File: config.mk
export PLATFORM = sky130hd
export DESIGN_NAME = uart_loopback_ctrl
export DESIGN_NICKNAME = d
export VERILOG_FILES = /design/src/rtl/uart_lb_pkg.sv /design/src/rtl/uart_lb_sync.sv /design/src/rtl/uart_lb_modem.sv /design/src/rtl/uart_lb_rxsel.sv /design/src/rtl/uart_loopback_ctrl.sv
export SDC_FILE = /design/constraint.sdc
export NUM_CORES = 1
export LEC_CHECK = 0
export ABC_AREA = 1
export BUFFER_PORTS_ARGS = -buffer_cell sky130_fd_sc_hd__buf_2
export CORE_MARGIN = 1
export CORE_UTILIZATION = 51
export CTS_CLUSTER_DIAMETER = 150
export DETAILED_ROUTE_END_ITERATION = 10
export GPL_ROUTABILITY_DRIVEN = 0
export GPL_TIMING_DRIVEN = 0
export PLACE_DENSITY_LB_ADDON = 0.08
export SLEW_MARGIN = 30
export SYNTH_ARGS = -nofsm -noshare
export SYNTH_HDL_FRONTEND = slang
export SYNTH_SLANG_ARGS = --single-unit
File: constraint.sdc
create_clock -name clk -period 3 [get_ports clk]
set_input_delay 0.75 -clock clk [delete_from_list [all_inputs] [get_ports clk]]
set_output_delay 0.75 -clock clk [all_outputs]
set_load 0.01 [all_outputs]
File: src/rtl/uart_lb_pkg.sv
package uart_lb_pkg;
    typedef struct packed {
        logic ri;
        logic dcd;
        logic cts;
        logic dsr;
    } mdm_t;

    typedef struct packed {
        logic loop;
        logic brk;
    } ctl_t;
endpackage

File: src/rtl/uart_lb_sync.sv
module uart_lb_sync #(
    parameter int W      = 4,
    parameter int STAGES = 2
) (
    input  logic         clk,
    input  logic         rst_n,
    input  logic [W-1:0] d,
    output logic [W-1:0] q
);
    logic [W-1:0] chain_d [STAGES];
    logic [W-1:0] chain_q [STAGES];

    for (genvar i = 0; i < STAGES; i++) begin : g_stage
        if (i == 0) begin : g_first
            always_comb chain_d[i] = d;
        end else begin : g_next
            always_comb chain_d[i] = chain_q[i-1];
        end
        always_ff @(posedge clk or negedge rst_n) begin
            if (!rst_n) chain_q[i] <= '0;
            else        chain_q[i] <= chain_d[i];
        end
    end

    assign q = chain_q[STAGES-1];
endmodule

File: src/rtl/uart_lb_modem.sv
module uart_lb_modem
    import uart_lb_pkg::*;
(
    input  logic       clk,
    input  logic       rst_n,
    input  logic       remap,
    input  mdm_t       map_val,
    input  logic       loop_q,
    input  mdm_t       pins_sync,
    input  logic [3:0] ms_clr,
    output mdm_t       flags,
    output logic [3:0] raw
);
    typedef struct packed {
        mdm_t       flags;
        logic [3:0] raw;
    } st_t;

    st_t st_d, st_q;

    always_comb begin
        st_d = st_q;
        if (remap) begin
            st_d.raw   = '0;
            st_d.flags = map_val;
            st_d.raw   = st_d.raw | map_val;
        end else begin
            if (!loop_q) st_d.flags = pins_sync;
            st_d.raw = st_q.raw & ~ms_clr;
        end
    end

    always_ff @(posedge clk or negedge rst_n) begin
        if (!rst_n) st_q <= '0;
        else        st_q <= st_d;
    end

    assign flags = st_q.flags;
    assign raw   = st_q.raw;

    assert_remap_flags_R2: assert property (@(posedge clk) disable iff (!rst_n)
        remap |=> (flags == $past(map_val)));
    assert_raw_rebuilt_R3: assert property (@(posedge clk) disable iff (!rst_n)
        remap |=> (raw == flags));
    assert_raw_no_spurious_R10: assert property (@(posedge clk) disable iff (!rst_n)
        !remap |=> ((raw & ~$past(raw)) == 4'b0000));
endmodule

File: src/rtl/uart_lb_rxsel.sv
module uart_lb_rxsel #(
    parameter int DATA_W  = 8,
    parameter int ERR_W   = 4,
    parameter int BRK_BIT = 2
) (
    input  logic              clk,
    input  logic              rst_n,
    input  logic              loop_q,
    input  logic              tx_wr,
    input  logic [DATA_W-1:0] tx_data,
    input  logic              rx_in_valid,
    input  logic [DATA_W-1:0] rx_in_data,
    input  logic [ERR_W-1:0]  rx_in_err,
    input  logic              rx_in_brk,
    input  logic              lb_brk_req,
    output logic              push,
    output logic [DATA_W-1:0] data,
    output logic [ERR_W-1:0]  err
);
    typedef struct packed {
        logic              push;
        logic [DATA_W-1:0] data;
        logic [ERR_W-1:0]  err;
        logic              pend;
    } st_t;

    st_t st_d, st_q;
    logic char_v, brk_now;
    logic [DATA_W-1:0] char_d;
    logic [ERR_W-1:0]  char_e;
    logic [ERR_W-1:0]  brk_e;

    always_comb begin
        brk_e          = '0;
        brk_e[BRK_BIT] = 1'b1;
        char_v  = loop_q ? tx_wr   : rx_in_valid;
        char_d  = loop_q ? tx_data : rx_in_data;
        char_e  = loop_q ? '0      : rx_in_err;
        brk_now = lb_brk_req | (rx_in_brk & ~loop_q) | st_q.pend;
        st_d      = st_q;
        st_d.push = 1'b0;
        if (char_v) begin
            st_d.push = 1'b1;
            st_d.data = char_d;
            st_d.err  = char_e;
            st_d.pend = brk_now;
        end else if (brk_now) begin
            st_d.push = 1'b1;
            st_d.data = '0;
            st_d.err  = brk_e;
            st_d.pend = 1'b0;
        end
    end

    always_ff @(posedge clk or negedge rst_n) begin
        if (!rst_n) st_q <= '0;
        else        st_q <= st_d;
    end

    assign push = st_q.push;
    assign data = st_q.data;
    assign err  = st_q.err;

    assert_loop_tx_push_R4: assert property (@(posedge clk) disable iff (!rst_n)
        (loop_q && tx_wr) |=> (push && data == $past(tx_data) && err == '0));
    assert_ext_dropped_R5: assert property (@(posedge clk) disable iff (!rst_n)
        (loop_q && !tx_wr && !lb_brk_req && !st_q.pend) |=> !push);
    assert_ext_char_R11: assert property (@(posedge clk) disable iff (!rst_n)
        (!loop_q && rx_in_valid) |=> (push && data == $past(rx_in_data)));
endmodule

File: src/rtl/uart_loopback_ctrl.sv
module uart_loopback_ctrl
    import uart_lb_pkg::*;
#(
    parameter int DATA_W      = 8,
    parameter int ERR_W       = 4,
    parameter int BRK_BIT     = 2,
    parameter int SYNC_STAGES = 2
) (
    input  logic              clk,
    input  logic              rst_n,
    input  logic              cr_wr,
    input  logic              cr_loop,
    input  logic              cr_out2,
    input  logic              cr_out1,
    input  logic              cr_rts,
    input  logic              cr_dtr,
    input  logic              lcr_wr,
    input  logic              lcr_brk,
    input  logic              tx_wr,
    input  logic [DATA_W-1:0] tx_data,
    input  logic              rx_in_valid,
    input  logic [DATA_W-1:0] rx_in_data,
    input  logic [ERR_W-1:0]  rx_in_err,
    input  logic              rx_in_brk,
    input  logic              pin_ri,
    input  logic              pin_dcd,
    input  logic              pin_cts,
    input  logic              pin_dsr,
    input  logic [3:0]        ms_clr,
    output logic              tx_out_valid,
    output logic [DATA_W-1:0] tx_out_data,
    output logic              rxq_push,
    output logic [DATA_W-1:0] rxq_data,
    output logic [ERR_W-1:0]  rxq_err,
    output logic [3:0]        mdm_flags,
    output logic [3:0]        ms_raw,
    output logic              loop_active
);
    typedef struct packed {
        ctl_t              ctl;
        logic              tx_v;
        logic [DATA_W-1:0] tx_d;
    } top_t;

    top_t st_d, st_q;
    logic remap, lb_brk_req;
    mdm_t map_val, pins_sync, flags;
    logic [3:0] pins_raw, pins_q;

    always_comb begin
        st_d      = st_q;
        st_d.tx_v = tx_wr;
        if (tx_wr)  st_d.tx_d     = tx_data;
        if (cr_wr)  st_d.ctl.loop = cr_loop;
        if (lcr_wr) st_d.ctl.brk  = lcr_brk;
        remap      = cr_wr & cr_loop;
        lb_brk_req = lcr_wr & lcr_brk & ~st_q.ctl.brk & st_q.ctl.loop;
        map_val    = '{ri: cr_out2, dcd: cr_out1, cts: cr_rts, dsr: cr_dtr};
        pins_raw   = {pin_ri, pin_dcd, pin_cts, pin_dsr};
        pins_sync  = mdm_t'(pins_q);
    end

    always_ff @(posedge clk or negedge rst_n) begin
        if (!rst_n) st_q <= '0;
        else        st_q <= st_d;
    end

    uart_lb_sync #(.W(4), .STAGES(SYNC_STAGES)) u_sync (
        .clk(clk), .rst_n(rst_n), .d(pins_raw), .q(pins_q)
    );

    uart_lb_modem u_modem (
        .clk(clk), .rst_n(rst_n), .remap(remap), .map_val(map_val),
        .loop_q(st_q.ctl.loop), .pins_sync(pins_sync), .ms_clr(ms_clr),
        .flags(flags), .raw(ms_raw)
    );

    uart_lb_rxsel #(.DATA_W(DATA_W), .ERR_W(ERR_W), .BRK_BIT(BRK_BIT)) u_rxsel (
        .clk(clk), .rst_n(rst_n), .loop_q(st_q.ctl.loop),
        .tx_wr(tx_wr), .tx_data(tx_data),
        .rx_in_valid(rx_in_valid), .rx_in_data(rx_in_data),
        .rx_in_err(rx_in_err), .rx_in_brk(rx_in_brk),
        .lb_brk_req(lb_brk_req),
        .push(rxq_push), .data(rxq_data), .err(rxq_err)
    );

    assign mdm_flags    = flags;
    assign loop_active  = st_q.ctl.loop;
    assign tx_out_valid = st_q.tx_v;
    assign tx_out_data  = st_q.tx_d;

    assert_loop_break_entry_R7: assert property (@(posedge clk) disable iff (!rst_n)
        (lb_brk_req && !tx_wr) |=> (rxq_push && rxq_data == '0 && rxq_err[BRK_BIT]));
    assert_tx_forward_R4: assert property (@(posedge clk) disable iff (!rst_n)
        tx_wr |=> (tx_out_valid && tx_out_data == $past(tx_data)));
endmodule

## After elaboration in Yosys (flattened, before gate mapping)

Index checks and enable logic that the tools add are counted.
W data, S select, Z words.

- Register bits after elaboration: 41
- Input port bits: 41
- Output and inout port bits: 31
- Word-level logic and storage cells: 35

- Equal/unequal tests: 1
- Multiplexer cells: 7
- Bitwise gates (word level): 11
- Reduce and logical (&&, ||, !) cells: 1

Operators by type and width:

| cell | number |
|---|---|
| $mux W14 | 2 |
| $mux W8 | 2 |
| $mux W4 | 2 |
| $and A1 B1 Y1 | 5 |
| $and A4 B4 Y4 | 1 |
| $not A4 Y4 | 1 |
| $ne A2 B1 Y1 const B | 1 |
| $not A1 Y1 | 2 |
| $or A1 B1 Y1 | 2 |
| $reduce_bool A2 Y1 | 1 |
| $mux W1 | 1 |

## Logic depth before layout (Yosys ltp)

- Depth in word-level cells: 7
- Depth in mapped cells: 7
- Depth with buffers taken out: 7

## Hierarchy

A second synthesis with hierarchy kept.

- Cells, all modules: 199
- Area, all modules: 1,767.9 um^2

Modules (own cells, without submodules):

| module | times used | cells each | area each (um^2) | seq. area each (um^2) |
|---|---|---|---|---|
| uart_lb_rxsel | 1 | 100 | 767.0 | 350.3 |
| uart_loopback_ctrl | 1 | 57 | 485.5 | 275.3 |
| uart_lb_modem | 1 | 34 | 315.3 | 200.2 |
| uart_lb_sync | 1 | 8 | 200.2 | 200.2 |

## Worst setup path after synthesis

Ideal clock, no wire load.

- Path kind: input to register
- Start: input port tx_wr
- End: register u_rxsel.st_q, in the netlist u_rxsel.data[2]
- Library setup time: 121 ps
- Arrival time: 1,396 ps
- Data required time: 2,879 ps
- Slack: 1,484 ps
- Cell stages on the path: 7
- Buffers on the path: 2
- Cell sequence: buf_4 > nand2_2 > nand2_4 > inv_4 > buf_6 > nand3_1 > o21ai_2

- Longest elaborated chain between the ends: 2
- Elaborated cells on any way between the ends: 3
- Those cells by class: mux: 2; reduce/logical: 1

RTL lines:

| what | RTL line | source |
|---|---|---|
| start, declared | uart_loopback_ctrl.sv:19 | `input logic tx_wr,` |
| $mux W1 (*) | uart_lb_rxsel.sv:36 | `char_v = loop_q ? tx_wr : rx_in_valid;` |
| $mux W14 or $reduce_bool A2 Y1 (tied branches) | -- |  |
| end signal, assigned | uart_lb_rxsel.sv:57 | `else st_q <= st_d;` |
| end, declared | uart_lb_rxsel.sv:27 | `st_t st_d, st_q;` |

Every way passes the cells marked *; elsewhere a longest branch is shown, timed or not.
A chain may end at the register's enable or synchronous reset.

## Worst setup path in the final report

- Start: register u_rxsel.st_q, in the netlist u_rxsel.data[0]
- End: output port rxq_data[0]

RTL lines:

| what | RTL line | source |
|---|---|---|
| end, declared | uart_loopback_ctrl.sv:33 | `output logic [DATA_W-1:0] rxq_data,` |

No word-level cell between the ends.

==> summary.md <==
| Metric | Value |
|---|---|
| Result of the run | `complete, no violations` |
| Most common cell after layout, fill and taps aside | `buf_2` |
| Clk_skew | `0.0119 ns` |
| CP bufs+invs | `2` |
| DRT iter0 DRCs | `38` |
| Hold buffers post-CTS | `0` |
| Seq/Total Area, Yosys | `58.7%` |
| WL/cell | `11.9 um` |
| #FFs+latches synth | `41` |
| Clk Tree Root Cell | `clkbuf_4` |
| Syn Inst Count | `166` |
| Post-route cell area | `2220 sq um` |
| CP cell instances | `buf_4 -> buf_2` |
| Postcts setup bufs | `0` |
| Final Util | `70.3%` |
| Routed WL | `3.42 mm` |
| Worst-Margin Slew | `0.493 ns` |
| Setup CP Type | `reg2out` |
| Antenna Cells | `0` |
| Final min period | `1.75 ns` |
| Crit path max fanout | `2` |
| Synth cell types | `20` |
| Area leader, netlist | `dfrtp_1` |
| Worst hold path class | `in2async` |
| Port Buffers | `71` |
| Yosys warns | `0` |
| Final hold viol count | `0` |
| Power density over the cells | `529 nW/um^2` |
| Tot GR Track Use | `20.8%` |
| I/O pins | `72` |
| H-tree depth | `2` |
| Post-DP HPWL | `2.61 mm` |
| Setup tns final | `0 ns` |
| Fmax achieved | `571 MHz` |
| Die area | `3670 sq um` |
| Number of global-route vias before repair | `1,273` |
| Top-area cell type share of the netlist area | `58.7%` |
| Std cell rows | `20` |
| First-pass DRT Iterations | `4` |
| Post-Syn Nets | `207` |
| Number of CTS-inserted buffers | `5` |
| CTS sink cnt | `41` |
| RSZ-0062 raised after global routing | `no` |
| Initial Utilization | `55.4%` |
| Chip width | `60.5 um` |
| Post_cts resized | `0` |
| CP delay by family, top | `flip-flops` |
| Max_slew headroom | `67.1%` |
| Core area | `3150 sq um` |
| Avg Vias per Cell | `4.73` |
| Fraction of layout instances using a drive strength above 1 | `48.4%` |
| Ratio of final minimum period to clock period | `58.4%` |
| Chip height | `60.5 um` |
| Max-Cap Viols | `0` |
| Max stage delay on crit path | `0.41 ns` |
| Count of pins over their slew limit | `0` |
| Largest net degree at the start of global routing | `42` |
| Post-DP Area | `2160 sq um` |
| Clock-pin slew on the worst setup and hold paths | `0.11 ns` |
| Layout Nets | `285` |
| Leading cell types in the layout, fill and taps excluded | `70 x buf_2, 41 x dfrtp_1, 23 x nand2_1` |
| CP required | `2.25 ns` |
| Startpoint types | `flop` |
| Setup-failing EPs final | `0` |
| Critical-path top delay cell | `dfrtp_1` |
| Post-route ant nets | `0` |
| Synth area leaders | `dfrtp_1 59%, buf_4 9.0%, nand3_1 5.2%` |
| Leakage | `1.18 nW` |
| Setup crit end kind | `output port` |
| Syn_area_per_cell | `10.5 sq um` |
| Initial antenna violation count | `0` |
| CTS tree | `built` |
| Vias | `1,362` |
| GR Overflow Total | `0` |
| Mapped Area | `1750 sq um` |
| Clock latency on the worst-skew pair | `0.34 ns` |
| DRC violations left | `0` |
| First-pass GRT wire length | `5.34 mm` |
| Peak VDD IR | `414 uV` |
| Worst hold slack | `0.358 ns` |
| Worst endpoint data arrival time | `1.00 ns` |
| CTS Buffer Depth | `2` |
| Area Overhead vs Synth | `26.8%` |
==> final timing paths <==
check                                  startpoint              end  slack [ns]  depth (start not counted)
worst min-delay path                        rst_n  u_rxsel.data[7]        0.36                          1
max in group asynchronous                   rst_n     tx_out_valid        2.29                          1
worst min register to register  u_sync.chain_d[1]      u_sync.q[1]        0.36                          0
min in group clk                u_sync.chain_d[1]      u_sync.q[1]        0.36                          0
worst max register to register        loop_active  u_rxsel.data[1]        1.64                          4
worst max-delay path              u_rxsel.data[0]      rxq_data[0]        1.25                          2
==> state kept, by name, indices dropped and copies added, names as in the netlist, 4 cells and up <==
register / count
tx_out_data: 8
u_sync.chain_d: 4
u_sync.q: 4
u_rxsel.err: 4
u_modem.flags: 4
u_modem.raw: 4
u_rxsel.data: 8
==> cell type report <==
type	count	area (sq um)
Sequential cell	41	1030
Fill cell	268	937
Multi-Input combinational cell	89	490
Timing Repair Buffer	71	358
Buffer	24	184
Clock buffer	7	55.1
Tap cell	44	55.1
Inverter	12	47.5
==> cell families after synthesis <==
logic type      Yosys count  synth area share, %
simple gates             59                 15.6
flops                    41                 58.7
buf+inv                  36                 13.2
compound gates           22                 7.30
mux                       8                 5.15
==> synth_stat cells <==
library cell,instances
clkinv_1,1
o31ai_1,4
nand3_1,18
o21ai_2,2
nor2_4,1
nand2_4,1
nand3_2,1
inv_2,1
mux2_2,8
clkbuf_1,1
inv_4,1
buf_6,2
o21ai_0,13
o21ai_1,3
nand2_1,23
inv_1,9
dfrtp_1,41
nand2_2,3
buf_4,21
nor2_1,12
==> per-stage QoR <==
stage / instances / worst slack, ns / power [W]
2_1_floorplan: 166 / 1.48 / 0.000810
4_1_cts: 288 / 1.23 / 0.00119
6_report: 288 / 1.25 / 0.00117
3_3_place_gp: 281 / 1.29 / 0.000910
5_1_grt: 288 / 1.19 / 0.00125
3_5_place_dp: 281 / 1.25 / 0.000921
==> routing by layer <==
| layer | vias to the layer above | routed length [um] | global-route usage (%) |
|---|---|---|---|
| li1 | 675 | - | - |
| met1 | 629 | 1440 | 24.3 |
| met2 | 50 | 1690 | 35.5 |
| met3 | 8 | 215 | 7.25 |
| met4 | 0 | 68 | 8.12 |
| met5 | - | 0 | 0 |
==> where the power goes <==
part	internal (W)	total, W	switching (W)
clock	0.000111	0.000266	0.000155
combinational	0.000136	0.000271	0.000135
sequential	0.000608	0.000636	0.0000279
total	0.000854	0.00117	0.000318
No activity file was read; power rests on OpenSTA's default activity.
